File: config.mk
export PLATFORM = sky130hd
export DESIGN_NAME = addr_port_ctl
export DESIGN_NICKNAME = d
export VERILOG_FILES = /design/src/rtl/gpa_pkg.sv /design/src/rtl/gpa_sync.sv /design/src/rtl/gpa_regs.sv /design/src/rtl/gpa_pin.sv /design/src/rtl/addr_port_ctl.sv
export SDC_FILE = /design/constraint.sdc
export NUM_CORES = 1
export LEC_CHECK = 0
export ABC_CLOCK_PERIOD_IN_PS = 4400
export CAP_MARGIN = 20
export CORE_MARGIN = 1
export CORE_UTILIZATION = 63
export DETAILED_ROUTE_END_ITERATION = 10
export DONT_BUFFER_PORTS = 1
export PLACE_DENSITY = 0.85
export RECOVER_POWER = 25
export SLEW_MARGIN = 15
export SYNTH_ARGS = -nofsm -noshare
export SYNTH_HDL_FRONTEND = slang
export SYNTH_SLANG_ARGS = --single-unit
File: constraint.sdc
create_clock -name clk -period 4.4 [get_ports clk]
set_input_delay 0.22 -clock clk [delete_from_list [all_inputs] [get_ports clk]]
set_output_delay 0.22 -clock clk [all_outputs]
set_load 0.01 [all_outputs]
File: src/rtl/gpa_pkg.sv
package gpa_pkg;
  // Role a pin plays in the current cycle
  typedef enum logic [1:0] {
    PIN_IN   = 2'd0,
    PIN_GPO  = 2'd1,
    PIN_ADDR = 2'd2,
    PIN_OFF  = 2'd3
  } pin_role_e;

  localparam int BUS_DW = 8;
  localparam int MODE_W = 3;
endpackage

File: src/rtl/gpa_sync.sv
module gpa_sync #(
  parameter int W      = 4,
  parameter int STAGES = 2
) (
  input  logic         clk,
  input  logic         rst_n,
  input  logic [W-1:0] d,
  output logic [W-1:0] q
);
  logic [W-1:0] chain [STAGES];

  generate
    for (genvar s = 0; s < STAGES; s++) begin : g_stage
      if (s == 0) begin : g_first
        always_ff @(posedge clk or negedge rst_n)
          if (!rst_n) chain[s] <= '0;
          else        chain[s] <= d;
      end else begin : g_next
        always_ff @(posedge clk or negedge rst_n)
          if (!rst_n) chain[s] <= '0;
          else        chain[s] <= chain[s-1];
      end
    end
  endgenerate

  assign q = chain[STAGES-1];
endmodule

File: src/rtl/gpa_regs.sv
module gpa_regs #(
  parameter int             NPINS = 4,
  parameter int             AW    = 16,
  parameter logic [AW-1:0]  A_DIR = 16'hFE39,
  parameter logic [AW-1:0]  A_DAT = 16'hFF09,
  parameter logic [AW-1:0]  A_PIN = 16'hFFB9,
  parameter logic [AW-1:0]  A_PU  = 16'hFF40,
  parameter logic [AW-1:0]  A_OD  = 16'hFF47,
  parameter logic [7:0]     FILL  = 8'hFF
) (
  input  logic             clk,
  input  logic             rst_n,
  input  logic             hw_stby,
  input  logic             bus_wr,
  input  logic             bus_rd,
  input  logic [AW-1:0]    bus_addr,
  input  logic [7:0]       bus_wdata,
  input  logic [NPINS-1:0] pin_view,
  output logic [NPINS-1:0] dir_o,
  output logic [NPINS-1:0] dat_o,
  output logic [NPINS-1:0] pu_o,
  output logic [NPINS-1:0] od_o,
  output logic [7:0]       rdata,
  output logic             rvalid
);
  logic [NPINS-1:0] dir_q, dat_q, pu_q, od_q;
  logic [7:0]       rd_mux;
  logic             wr_ok;
  logic             unused_wr_hi;

  assign unused_wr_hi = &{1'b0, bus_wdata[7:NPINS]};
  assign wr_ok        = bus_wr && !hw_stby;

  always_ff @(posedge clk or negedge rst_n) begin
    if (!rst_n) begin
      dir_q  <= '0;
      dat_q  <= '0;
      pu_q   <= '0;
      od_q   <= '0;
      rdata  <= '0;
      rvalid <= 1'b0;
    end else begin
      if (hw_stby) dir_q <= '0;
      else if (wr_ok && bus_addr == A_DIR) dir_q <= bus_wdata[NPINS-1:0];
      if (wr_ok && bus_addr == A_DAT) dat_q <= bus_wdata[NPINS-1:0];
      if (wr_ok && bus_addr == A_PU)  pu_q  <= bus_wdata[NPINS-1:0];
      if (wr_ok && bus_addr == A_OD)  od_q  <= bus_wdata[NPINS-1:0];
      rvalid <= bus_rd;
      if (bus_rd) rdata <= rd_mux;
    end
  end

  always_comb begin
    rd_mux = FILL;
    if (bus_addr == A_DIR)      rd_mux = FILL;
    else if (bus_addr == A_DAT) rd_mux[NPINS-1:0] = dat_q;
    else if (bus_addr == A_PIN) rd_mux[NPINS-1:0] = pin_view;
    else if (bus_addr == A_PU)  rd_mux[NPINS-1:0] = pu_q;
    else if (bus_addr == A_OD)  rd_mux[NPINS-1:0] = od_q;
    else                        rd_mux = '0;
  end

  assign dir_o = dir_q;
  assign dat_o = dat_q;
  assign pu_o  = pu_q;
  assign od_o  = od_q;

  assert_dir_clear_R8: assert property (@(posedge clk) disable iff (!rst_n)
    hw_stby |=> (dir_q == '0));
  assert_dat_keep_R8: assert property (@(posedge clk) disable iff (!rst_n)
    hw_stby |=> $stable({dat_q, pu_q, od_q}));
  assert_pin_ro_R10: assert property (@(posedge clk) disable iff (!rst_n)
    (bus_wr && bus_addr == A_PIN && !hw_stby) |=> $stable({dir_q, dat_q, pu_q, od_q}));
  assert_rvalid_R10: assert property (@(posedge clk) disable iff (!rst_n)
    bus_rd |=> rvalid);
endmodule

File: src/rtl/gpa_pin.sv
module gpa_pin
  import gpa_pkg::*;
(
  input  logic clk,
  input  logic rst_n,
  input  logic exp_mode,
  input  logic aen,
  input  logic abit,
  input  logic aheld,
  input  logic dir,
  input  logic dat,
  input  logic pu,
  input  logic od,
  input  logic hw_stby,
  input  logic sw_stby,
  input  logic hold_out,
  output logic oe,
  output logic out,
  output logic pue,
  output logic is_gpo
);
  pin_role_e role;

  always_comb begin
    if (hw_stby)             role = PIN_OFF;
    else if (exp_mode && aen) role = PIN_ADDR;
    else if (dir)            role = PIN_GPO;
    else                     role = PIN_IN;
  end

  always_comb begin
    oe  = 1'b0;
    out = 1'b0;
    pue = 1'b0;
    unique case (role)
      PIN_ADDR: begin
        oe  = sw_stby ? hold_out : 1'b1;
        out = sw_stby ? (hold_out & aheld) : abit;
      end
      PIN_GPO: begin
        oe  = !(od && dat);
        out = dat && !od;
      end
      PIN_IN:  pue = pu;
      default: ;
    endcase
  end

  assign is_gpo = (role == PIN_GPO);

  assert_addr_drive_R4: assert property (@(posedge clk) disable iff (!rst_n)
    (exp_mode && aen && !hw_stby && !sw_stby) |-> (oe && out == abit));
  assert_pu_excl_R7: assert property (@(posedge clk) disable iff (!rst_n)
    !(pue && oe));
  assert_idle_low_R3: assert property (@(posedge clk) disable iff (!rst_n)
    !oe |-> !out);
  assert_od_high_R6: assert property (@(posedge clk) disable iff (!rst_n)
    (dir && od && dat && !(exp_mode && aen) && !hw_stby) |-> !oe);
  assert_quiet_R8: assert property (@(posedge clk) disable iff (!rst_n)
    hw_stby |-> (!oe && !pue));
endmodule

File: src/rtl/addr_port_ctl.sv
module addr_port_ctl
  import gpa_pkg::*;
#(
  parameter int            NPINS   = 4,
  parameter int            AW      = 16,
  parameter int            EXP_LO  = 4,
  parameter int            EXP_HI  = 6,
  parameter int            SYNC_N  = 2,
  parameter logic [AW-1:0] A_DIR   = 16'hFE39,
  parameter logic [AW-1:0] A_DAT   = 16'hFF09,
  parameter logic [AW-1:0] A_PIN   = 16'hFFB9,
  parameter logic [AW-1:0] A_PU    = 16'hFF40,
  parameter logic [AW-1:0] A_OD    = 16'hFF47,
  parameter logic [7:0]    FILL    = 8'hFF
) (
  input  logic              clk,
  input  logic              rst_n,
  input  logic [MODE_W-1:0] op_mode,
  input  logic              hw_stby,
  input  logic              sw_stby,
  input  logic              hold_out,
  input  logic [NPINS-1:0]  addr_en,
  input  logic [NPINS-1:0]  addr_bits,
  input  logic [NPINS-1:0]  pad_in,
  input  logic              bus_wr,
  input  logic              bus_rd,
  input  logic [AW-1:0]     bus_addr,
  input  logic [7:0]        bus_wdata,
  output logic [7:0]        bus_rdata,
  output logic              bus_rvalid,
  output logic [NPINS-1:0]  pad_oe,
  output logic [NPINS-1:0]  pad_out,
  output logic [NPINS-1:0]  pad_pu
);
  localparam logic [MODE_W-1:0] M_LO = MODE_W'(EXP_LO);
  localparam logic [MODE_W-1:0] M_HI = MODE_W'(EXP_HI);

  logic [NPINS-1:0] dir_v, dat_v, pu_v, od_v;
  logic [NPINS-1:0] pin_sync, gpo_v, pin_view, held_q;
  logic             exp_mode;

  assign exp_mode = (op_mode >= M_LO) && (op_mode <= M_HI);

  // Last address value seen outside software standby
  always_ff @(posedge clk or negedge rst_n)
    if (!rst_n)        held_q <= '0;
    else if (!sw_stby) held_q <= addr_bits;

  gpa_sync #(.W(NPINS), .STAGES(SYNC_N)) u_sync (
    .clk(clk), .rst_n(rst_n), .d(pad_in), .q(pin_sync)
  );

  assign pin_view = (gpo_v & dat_v) | (~gpo_v & pin_sync);

  gpa_regs #(
    .NPINS(NPINS), .AW(AW), .A_DIR(A_DIR), .A_DAT(A_DAT), .A_PIN(A_PIN),
    .A_PU(A_PU), .A_OD(A_OD), .FILL(FILL)
  ) u_regs (
    .clk(clk), .rst_n(rst_n), .hw_stby(hw_stby), .bus_wr(bus_wr),
    .bus_rd(bus_rd), .bus_addr(bus_addr), .bus_wdata(bus_wdata),
    .pin_view(pin_view), .dir_o(dir_v), .dat_o(dat_v), .pu_o(pu_v),
    .od_o(od_v), .rdata(bus_rdata), .rvalid(bus_rvalid)
  );

  generate
    for (genvar i = 0; i < NPINS; i++) begin : g_pin
      gpa_pin u_pin (
        .clk(clk), .rst_n(rst_n), .exp_mode(exp_mode), .aen(addr_en[i]),
        .abit(addr_bits[i]), .aheld(held_q[i]), .dir(dir_v[i]),
        .dat(dat_v[i]), .pu(pu_v[i]), .od(od_v[i]), .hw_stby(hw_stby),
        .sw_stby(sw_stby), .hold_out(hold_out), .oe(pad_oe[i]),
        .out(pad_out[i]), .pue(pad_pu[i]), .is_gpo(gpo_v[i])
      );
    end
  endgenerate

  assert_hold_frozen_R9: assert property (@(posedge clk) disable iff (!rst_n)
    (sw_stby && $past(sw_stby)) |-> $stable(held_q));
  assert_no_addr_outside_R4: assert property (@(posedge clk) disable iff (!rst_n)
    (!exp_mode && !hw_stby) |-> ((pad_oe & ~dir_v) == '0));
endmodule

== Yosys cells after proc, flatten, opt, wreduce, memory -nomap -nowiden ==
Index checks and enable logic that the tools add are counted.
Word-level totals
  output and inout port bits: 21
  word-level logic and storage cells: 104
  flip-flop bits (word level): 37
  bits of input ports: 46
Cells by class
  order comparisons: 2
  bitwise gates (word level): 8
  equality and inequality tests: 13
  reductions and logical operators: 32
  multiplexer cells: 40
Operators by type and width (count)
  == test 16 bit (second input constant): 5
  two-way mux 4 bit: 10
  logical AND 1 bit: 18
  two-way mux 2 bit: 8
  one-hot mux 1 bit (2 select lines): 8
  two-way mux 1 bit: 13
  logical NOT 1 bit: 9
  AND 4 bit: 2
  == test 2 x 1 -> 1 bit (second input constant): 4
  == test 2 bit (second input constant): 4
  logical NOT 2 bit: 4
  two-way mux 8 bit: 1
  AND 1 bit: 4
  NOT 4 bit: 1
  bitwise OR 4 bit: 1
  >= comparator 3 bit (second input constant): 1
  <= comparator 3 bit (second input constant): 1
  nonzero test 2 bit: 1

== Longest topological paths before layout ==
Gate-level depths: netlist (run 1).
  depth after elaboration: 12
  mapped depth: 9
  depth with buffers taken out: 9

== Cells and area by module ==
Synthesis (run 1) repeated with hierarchy kept, for this count alone.
Unflattened totals
  cell total of the unflattened synthesis: 226
  area, all modules: 2232.1 um^2
By module, submodules not included
  gpa_regs: cells each 121, area an instance 1223.7 um^2, seq. area each 550.5 um^2, times used 1
  gpa_pin: cells each 20, area an instance 145.1 um^2, seq. area each 0.0 um^2, times used 4
  gpa_sync: cells each 12, area an instance 230.2 um^2, seq. area each 200.2 um^2, times used 1
  addr_port_ctl: cells each 13, area an instance 197.7 um^2, seq. area each 100.1 um^2, times used 1

== Least setup slack after synthesis (run 1) ==
Ideal clock, no wire load.
  kind: input port to flip-flop
  start: input op_mode[2]
  end: register u_regs.rdata[0]
  stages on the path: 9
  arrival time: 1.731 ns
  library setup time: 0.137 ns
  slack: 2.532 ns
  data required time: 4.263 ns
  buffers on the path: 0
  path through: a21boi_0 > nand2_1 > a21oi_1 > inv_1 > ha_1 > mux2i_1 > o2bb2ai_1 > a32oi_1 > a21oi_1
On the way
  longest elaborated chain between the ends: 12
  elaborated cells on any way between the ends: 14
  classes of those cells: order compare (2); eq/ne (1); mux (5); bitwise (4); reduce/logical (2)
RTL lines
  start: declaration: line addr_port_ctl.sv:18  | input logic [MODE_W-1:0] op_mode,
  >= comparator 3 bit / <= comparator 3 bit (equally long branches): line addr_port_ctl.sv:42  | assign exp_mode = (op_mode >= M_LO) && (op_mode <= M_HI);
  logical AND 1 bit *: line addr_port_ctl.sv:42
  logical AND 1 bit *: line gpa_pin.sv:26  | else if (exp_mode && aen) role = PIN_ADDR;
  two-way mux 2 bit *: line gpa_pin.sv:26
  two-way mux 2 bit *: line gpa_pin.sv:25  | if (hw_stby) role = PIN_OFF;
  == test 2 x 1 -> 1 bit *: line gpa_pin.sv:49  | assign is_gpo = (role == PIN_GPO);
  NOT 4 bit: line addr_port_ctl.sv:53  | assign pin_view = (gpo_v & dat_v) | (~gpo_v & pin_sync);
  AND 4 bit: line addr_port_ctl.sv:53
  bitwise OR 4 bit *: line addr_port_ctl.sv:53
  two-way mux 4 bit *: line gpa_regs.sv:57  | else if (bus_addr == A_PIN) rd_mux[NPINS-1:0] = pin_view;
  two-way mux 4 bit *: line gpa_regs.sv:56  | else if (bus_addr == A_DAT) rd_mux[NPINS-1:0] = dat_q;
  two-way mux 8 bit *: line gpa_regs.sv:55  | if (bus_addr == A_DIR) rd_mux = FILL;
  end signal: assignment: line gpa_regs.sv:49  | if (bus_rd) rdata <= rd_mux;
  end: declaration: line gpa_regs.sv:23  | output logic [7:0] rdata,
Mark *: on every way between the ends. The rest lies on a longest branch, timed or not.
A chain may end at the register's enable or synchronous reset.

== Worst setup path after layout (run 1) ==
  start: input op_mode[2]
  end: output pad_oe[3]
On the way
  longest elaborated chain between the ends: 7
  elaborated cells on any way between the ends: 9
  classes of those cells: order compare (2); eq/ne (2); mux (3); reduce/logical (2)
RTL lines
  >= comparator 3 bit / <= comparator 3 bit (equally long branches): line addr_port_ctl.sv:42
  logical AND 1 bit *: line addr_port_ctl.sv:42
  logical AND 1 bit *: line gpa_pin.sv:26
  two-way mux 2 bit *: line gpa_pin.sv:26
  two-way mux 2 bit *: line gpa_pin.sv:25
  == test 2 x 1 -> 1 bit / == test 2 bit (equally long branches): line gpa_pin.sv:35  | unique case (role)
  one-hot mux 1 bit (2 select lines) *: line gpa_pin.sv:35
  end: declaration: line addr_port_ctl.sv:31  | output logic [NPINS-1:0] pad_oe,
Marks and branches as above.

==> run_results.csv, run 1 <==
group,metric,value,unit
timing,hold_viol,0,
yosys,synth_area_leader_cell,"dfrtp_1",
routing,postRouteWirelength,4180,um
yosys,synth_cells,191,
pwr,peakVddDrop,0.226,mV
yosys,syn_nets,249,
worst_setup_path,cp-end-kind,"output pin",
status,failed_checks,"capacitance limit, slew limit",
grt,grt_max_degree,35,
routing,dr_wl_met3,265,um
grt,grt_pass1_vias,1492,
final_layout,area_growth,7.06,%
yosys,yosysUniqueCellTypes,39,
timing,fmax,0.463,GHz
pwr,p_leak,0.999,nW
worst_setup_path,critPathLaunchType,"input pin",
grt,grt_first_pass_wirelength,6630,um
floorplanning,die_x,59.1,um
yosys,yosysSeqAreaShare,41.4,%
pwr,p_switching,0.000160,W
clock_tree,clock_sinks,34,
final_layout,diodes,0,
routing,ant_nets,0,
routing,wl_met1,1670,um
clock_tree,h-tree-depth,2,
pwr,pwr-share-comb,9.8,%
pwr,seqPwrFrac,47.9,%
run,maxCapViolCount,1,
timing,slew_headroom,-19.1,%
clock_tree,clock_latency,0.35,ns
clock_tree,cts_setup_buffers,0,
placement,gp_congestion,0.903,
floorplanning,dieArea,3490,um2
timing,fin_skew,0.00263,ns
hold_path,hold_path.class,"in2reg",
floorplanning,die_h,59.1,um
yosys,yosys-top-cells-area,"dfrtp_1 41%, mux2_2 11%, ha_1 7.3%, buf_4 5.5%, a21oi_1 3.2%",
yosys,synth.avg_cell_area,10.8,um2
yosys,async_flop_share,100,%
routing,drc,0,
hold_path,whs_path_depth,1,
grt,gr-total-overflow,0,
routing,viasPerCell,6.19,
floorplanning,rows,20,
routing,wire_per_inst,17.6,um
final_layout,layout-drive-gt1-share,19.7,%
placement,place.detailed.hpwl,3060,um
pwr,powerDensity,314,nW/um2
final_layout,fin_nets,250,
worst_setup_path,critPathMaxFanout,6,
yosys,synth_area,2050,um2
timing,post-route-period-util,49.1,%
timing,post-route-min-period,2.16,ns
worst_setup_path,cp_data_arrival_time,1.94,ns
yosys,ys.flop_type,"dfrtp_1",
pwr,switching_share,23.2,%
clock_tree,cts_tree,"done",
routing,dr.max_layer_used,"met4",
yosys,synth_top_area_share,41.4,%
yosys,synth_edf_count,0,
clock_tree,clockBufferDepth,2,
final_layout,final_core_utilization,71.5,%
timing,finalMaxSlewViolations,35,
yosys,ys_warn_count,0,
floorplanning,pin_count,67,
floorplanning,core_area,3080,um2
pwr,p_int,0.000529,W
placement,io_buffers,0,
worst_setup_path,required,4.18,ns
clock_tree,cts_made_buffers,5,
routing,drt_iter0_markers,56,
worst_setup_path,worstSetupPathType,"in2out",
routing,dr.pass1.iters,4,
yosys,yosys-top-cells-count,"34 x dfrtp_1, 20 x mux2_2, 15 x buf_4",
clock_tree,cts.clk_slew.worst_paths,0.11,ns
floorplanning,start_util,66.7,%
pwr,p_clk_share,42.2,%
clock_tree,cts_root_buf,"clkbuf_4",
timing,rsz0062_at_grt,"false",
timing,worstMarginPinSlew,1.79,ns
yosys,ys_seq_elements,34,
routing,met2_length,2170,um
worst_setup_path,reg2regPathDepth,7,
routing,num_vias,1466,
status,status,"complete, but fails checks",
yosys,yosysMostFrequentCell,"dfrtp_1",
grt,track_usage,26.4,%
timing,tns,0,ns
timing,finalSetupViolations,0,
grt,antenna_found_initial,0,
cell families after synthesis:
| logic type | synth area share (%) |
|---|---|
| AND/OR/NAND/NOR | 18.5 |
| adder cells (fa/ha/maj) | 7.31 |
| flip-flops | 41.4 |
| AO/OA/AOI/OAI | 12.4 |
| multiplexers | 12.9 |
| buffers and inverters | 7.49 |
critical path, stage by stage:
cell and delay (ns):
a21boi_0 0.62, nand2_1 0.18, a21oi_1 0.31, inv_1 0.09, ha_1 0.25, a22oi_1 0.17
nor2_1 0.10
per-stage QoR:
stage                     instances  area [um2]  setup WS, ns  power, W  hold WS (ns)
after detailed placement        218        1990          2.09  0.000390       -0.0747
after global placement          218        1990          2.16  0.000386       -0.0749
after floorplan                 191        2050          2.53  0.000390       -0.0756
final                           237        2200          2.24  0.000690        0.0132
after CTS                       233        2180          2.29  0.000692       0.00356
after global routing            237        2200          2.08  0.000715      0.000189
final cells by class:
class                      instances  area (um2)
timing repair buffer              11         104
multi-input combinational        131        1050
sequential                        34         851
clock inverter                     3        68.8
fill                             236         878
tap                               44        55.1
inverter                           9        33.8
clock buffer                       5        37.5
registers in the layout (all words and copies together), names as in the netlist:
signal	flops
u_regs.dir_o	4
u_regs.rvalid	1
u_regs.od_o	4
u_sync.chain	4
u_regs.pu_o	4
u_regs.rdata	5
held_q	4
u_regs.dat_o	4
u_sync.q	4
power by group through the flow:
stage | combinational, W | sequential, W | clock (W)
finish | 0.0000678 | 0.000331 | 0.000291
global route | 0.0000754 | 0.000332 | 0.000308
CTS | 0.0000664 | 0.000331 | 0.000295
detailed placement | 0.0000536 | 0.000337 | 0
global placement | 0.0000497 | 0.000336 | 0
floorplan | 0.0000552 | 0.000334 | 0
layer usage:
metal  vias to the layer above  track usage [%]
met5                         -                0
met4                         0             9.52
met3                        12             8.30
met2                        65             46.8
met1                       709             29.8
li1                        680                -
path summary, 6_finish.rpt:
kind	from	to	slack [ns]
max in group asynchronous	rst_n	u_regs.rdata[0]	2.45
setup reg to reg	u_regs.dir_o[1]	u_regs.rdata[1]	2.69
min in group asynchronous	rst_n	u_regs.dir_o[1]	0.93
hold / removal	bus_wdata[2]	u_regs.pu_o[2]	0.01
setup / recovery	op_mode[2]	pad_oe[3]	2.24
hold reg to reg	u_sync.chain[6]	u_sync.q[2]	0.36
layout by cell type, fill, tap and decap left out, types with 2 or more instances in the layout:
cell            n
mux2_2         20
a22o_1          4
a22oi_1         4
a32oi_1         4
and3_1          2
mux2i_1         4
a21boi_0        3
nor2b_1         7
dlygate4sd3_1  10
and2_1          4
inv_1           9
nand3_1         8
ha_1           12
o2bb2ai_1       4
nand2_1         8
clkbuf_4        5
nand4_2         2
nor2_1          8
nand3b_1        4
bufinv_16       2
dfrtp_1        34
a21oi_1        13
nand2b_1        3
timing repair:
item                      in CTS  in global routing
resized for setup              0                  0
hold endpoints to repair      39                  8
hold buffers                   7                  4
Note: power is estimated with default switching activity, not from simulation.
==> run 2, diff against run 1 <==
--- a/config.mk
+++ b/config.mk
@@ -5,7 +5,7 @@
 export SDC_FILE = /design/constraint.sdc
 export NUM_CORES = 1
 export LEC_CHECK = 0
-export ABC_CLOCK_PERIOD_IN_PS = 4400
+export ABC_CLOCK_PERIOD_IN_PS = 2100
 export CAP_MARGIN = 20
 export CORE_MARGIN = 1
 export CORE_UTILIZATION = 63
==> constraint.sdc (replaced) <==
create_clock -name clk -period 2.1 [get_ports clk]
set_input_delay 0.105 -clock clk [delete_from_list [all_inputs] [get_ports clk]]
set_output_delay 0.105 -clock clk [all_outputs]
set_load 0.01 [all_outputs]
==> run_results.csv, run 2 (same netlist as run 1, synthesis figures left out) <==
group,metric,value,unit
worst_setup_path,required,2.00,ns
timing,tns,0,ns
routing,num_vias,1486,
final_layout,layout-drive-gt1-share,19.3,%
routing,viasPerCell,6.04,
final_layout,final_core_utilization,73.2,%
routing,drc,0,
pwr,p_leak,1.03,nW
hold_path,worstHoldStart,"hw_stby",
worst_setup_path,reg2regPathDepth,7,
placement,dp_slack,0.287,ns
routing,dr.pass1.iters,4,
worst_setup_path,reg2reg_slack,0.36,ns
floorplanning,core_area,3080,um2
grt,grt_max_degree,35,
floorplanning,start_util,66.7,%
final_layout,largest_reg_flops,5,
timing,fmax,0.558,GHz
worst_setup_path,cp_data_arrival_time,1.69,ns
grt,grt_first_pass_wirelength,6890,um
grt,grt_pass1_vias,1497,
floorplanning,die_h,59.1,um
final_layout,area_growth,9.68,%
clock_tree,cts_root_buf,"clkbuf_4",
routing,drt_iter0_markers,65,
timing,worstMarginPinSlew,1.47,ns
hold_path,hold_path.class,"in2reg",
pwr,total_power,0.00125,W
clock_tree,h-tree-depth,2,
status,status,"finished, final reports clean",
placement,dp_cells,219,
clock_tree,clock_latency,0.35,ns
pwr,powerDensity,553,nW/um2
timing,post-route-min-period,1.79,ns
hold_path,holdPathEnd,"u_regs.dir_o[1]",
floorplanning,rows,20,
worst_setup_path,worstSetupPathType,"reg2out",
hold_path,whs_path_depth,2,
routing,ant_nets,0,
worst_setup_path,critPathLaunchType,"register",
final_layout,layout_common_cells,"34 x dfrtp_1, 20 x mux2_2, 18 x dlygate4sd3_1",
grt,gr-total-overflow,0,
final_layout,fin_nets,259,
timing,rsz0062_at_grt,"false",
floorplanning,dieArea,3490,um2
placement,gp_congestion,0.902,
clock_tree,cts.clk_slew.worst_paths,0.12,ns
worst_setup_path,critPathMaxFanout,3,
timing,slew_headroom,2.21,%
final_layout,layout.cells.non_filler,246,
timing,post-route-period-util,85.3,%
timing,timing.final.ws_setup,0.309,ns
timing,hold_viol,0,
final_layout,diodes,0,
clock_tree,cts_made_buffers,5,
timing,fin_skew,0.00951,ns
worst_setup_path,r2r_start,"u_regs.dir_o[1]",
pwr,peakVddDrop,0.447,mV
clock_tree,cts_tree,"done",
floorplanning,die_x,59.1,um
placement,io_buffers,0,
worst_setup_path,cp-end-kind,"output pin",
grt,track_usage,27.4,%
placement,place.detailed.hpwl,3100,um
timing,finalSetupViolations,0,
final_layout,layout_commonest_cell,"dfrtp_1",
clock_tree,clockBufferDepth,2,
grt,antenna_found_initial,0,
routing,postRouteWirelength,4330,um
floorplanning,pin_count,67,
timing,finalMaxSlewViolations,0,
final_layout,regMostFlops,"u_regs.rdata",
routing,wire_per_inst,17.6,um
clock_tree,clock_sinks,34,
run,maxCapViolCount,0,
worst_setup_path,r2r-end,"u_regs.rdata[1]",
==> run 2: cell count changes in the layout (fill, tap and decap cells not counted), sizes merged <==
cell,before,now
dlygate4sd3,10,18
bufinv,2,0
buf,0,1
clkinvlp,0,1
dlymetal6s4s,0,1
==> run 2: metrics by stage <==
stage / hold WS (ns) / instance area (um2)
2_1_floorplan: -0.191 / 2050
3_3_place_gp: -0.190 / 2000
3_5_place_dp: -0.190 / 2000
4_1_cts: 0.00405 / 2260
5_1_grt: 0.0128 / 2250
6_report: 0.0157 / 2250
==> run 2: worst max-delay path by stage <==
stage | from | end | slack, ns
2_1_floorplan | op_mode[2] | u_regs.rdata[0] | 0.35
3_3_place_gp | op_mode[2] | u_regs.rdata[0] | 0.36
3_5_place_dp | op_mode[2] | u_regs.rdata[0] | 0.29
4_1_cts | u_regs.dir_o[1] | pad_out[1] | 0.30
5_1_grt | rst_n | u_regs.rdata[1] | 0.18
6_report | u_regs.dir_o[1] | pad_out[1] | 0.31
==> run 2: worst max-delay path, cell delays in order, from the launching register on <==
cell      delay, ns
dfrtp_1        0.40
a21oi_1        0.26
ha_1           0.23
nand3_1        0.08
a21boi_0       0.37
==> run 2: power by group <==
part           internal, W  switching, W  total, W
sequential        0.000677     0.0000157  0.000693
combinational    0.0000772     0.0000876  0.000165
clock             0.000161      0.000228  0.000389
==> run 2: layer usage <==
| metal | vias to the layer above | global-route usage, % | part of all wire, % |
|---|---|---|---|
| li1 | 697 | - | - |
| met1 | 724 | 33.0 | 42 |
| met2 | 53 | 47.7 | 52 |
| met3 | 12 | 5.02 | 4.2 |
| met4 | 0 | 12.2 | 1.9 |
| met5 | - | 0 | 0 |
==> run 2: cell type report <==
type | instances | area (um2)
Sequential cell | 34 | 851
Fill cell | 226 | 825
Inverter | 9 | 33.8
Multi-Input combinational cell | 131 | 1050
Clock inverter | 2 | 12.5
Timing Repair Buffer | 20 | 200
Tap cell | 44 | 55.1
Clock buffer | 6 | 51.3
==> run 2: repair_timing <==
action / 4_1_cts / 5_1_grt
hold endpoints to repair: 64 / 0
hold buffers: 19 / 0
gates resized for setup: 0 / 0
setup buffers: 0 / 0
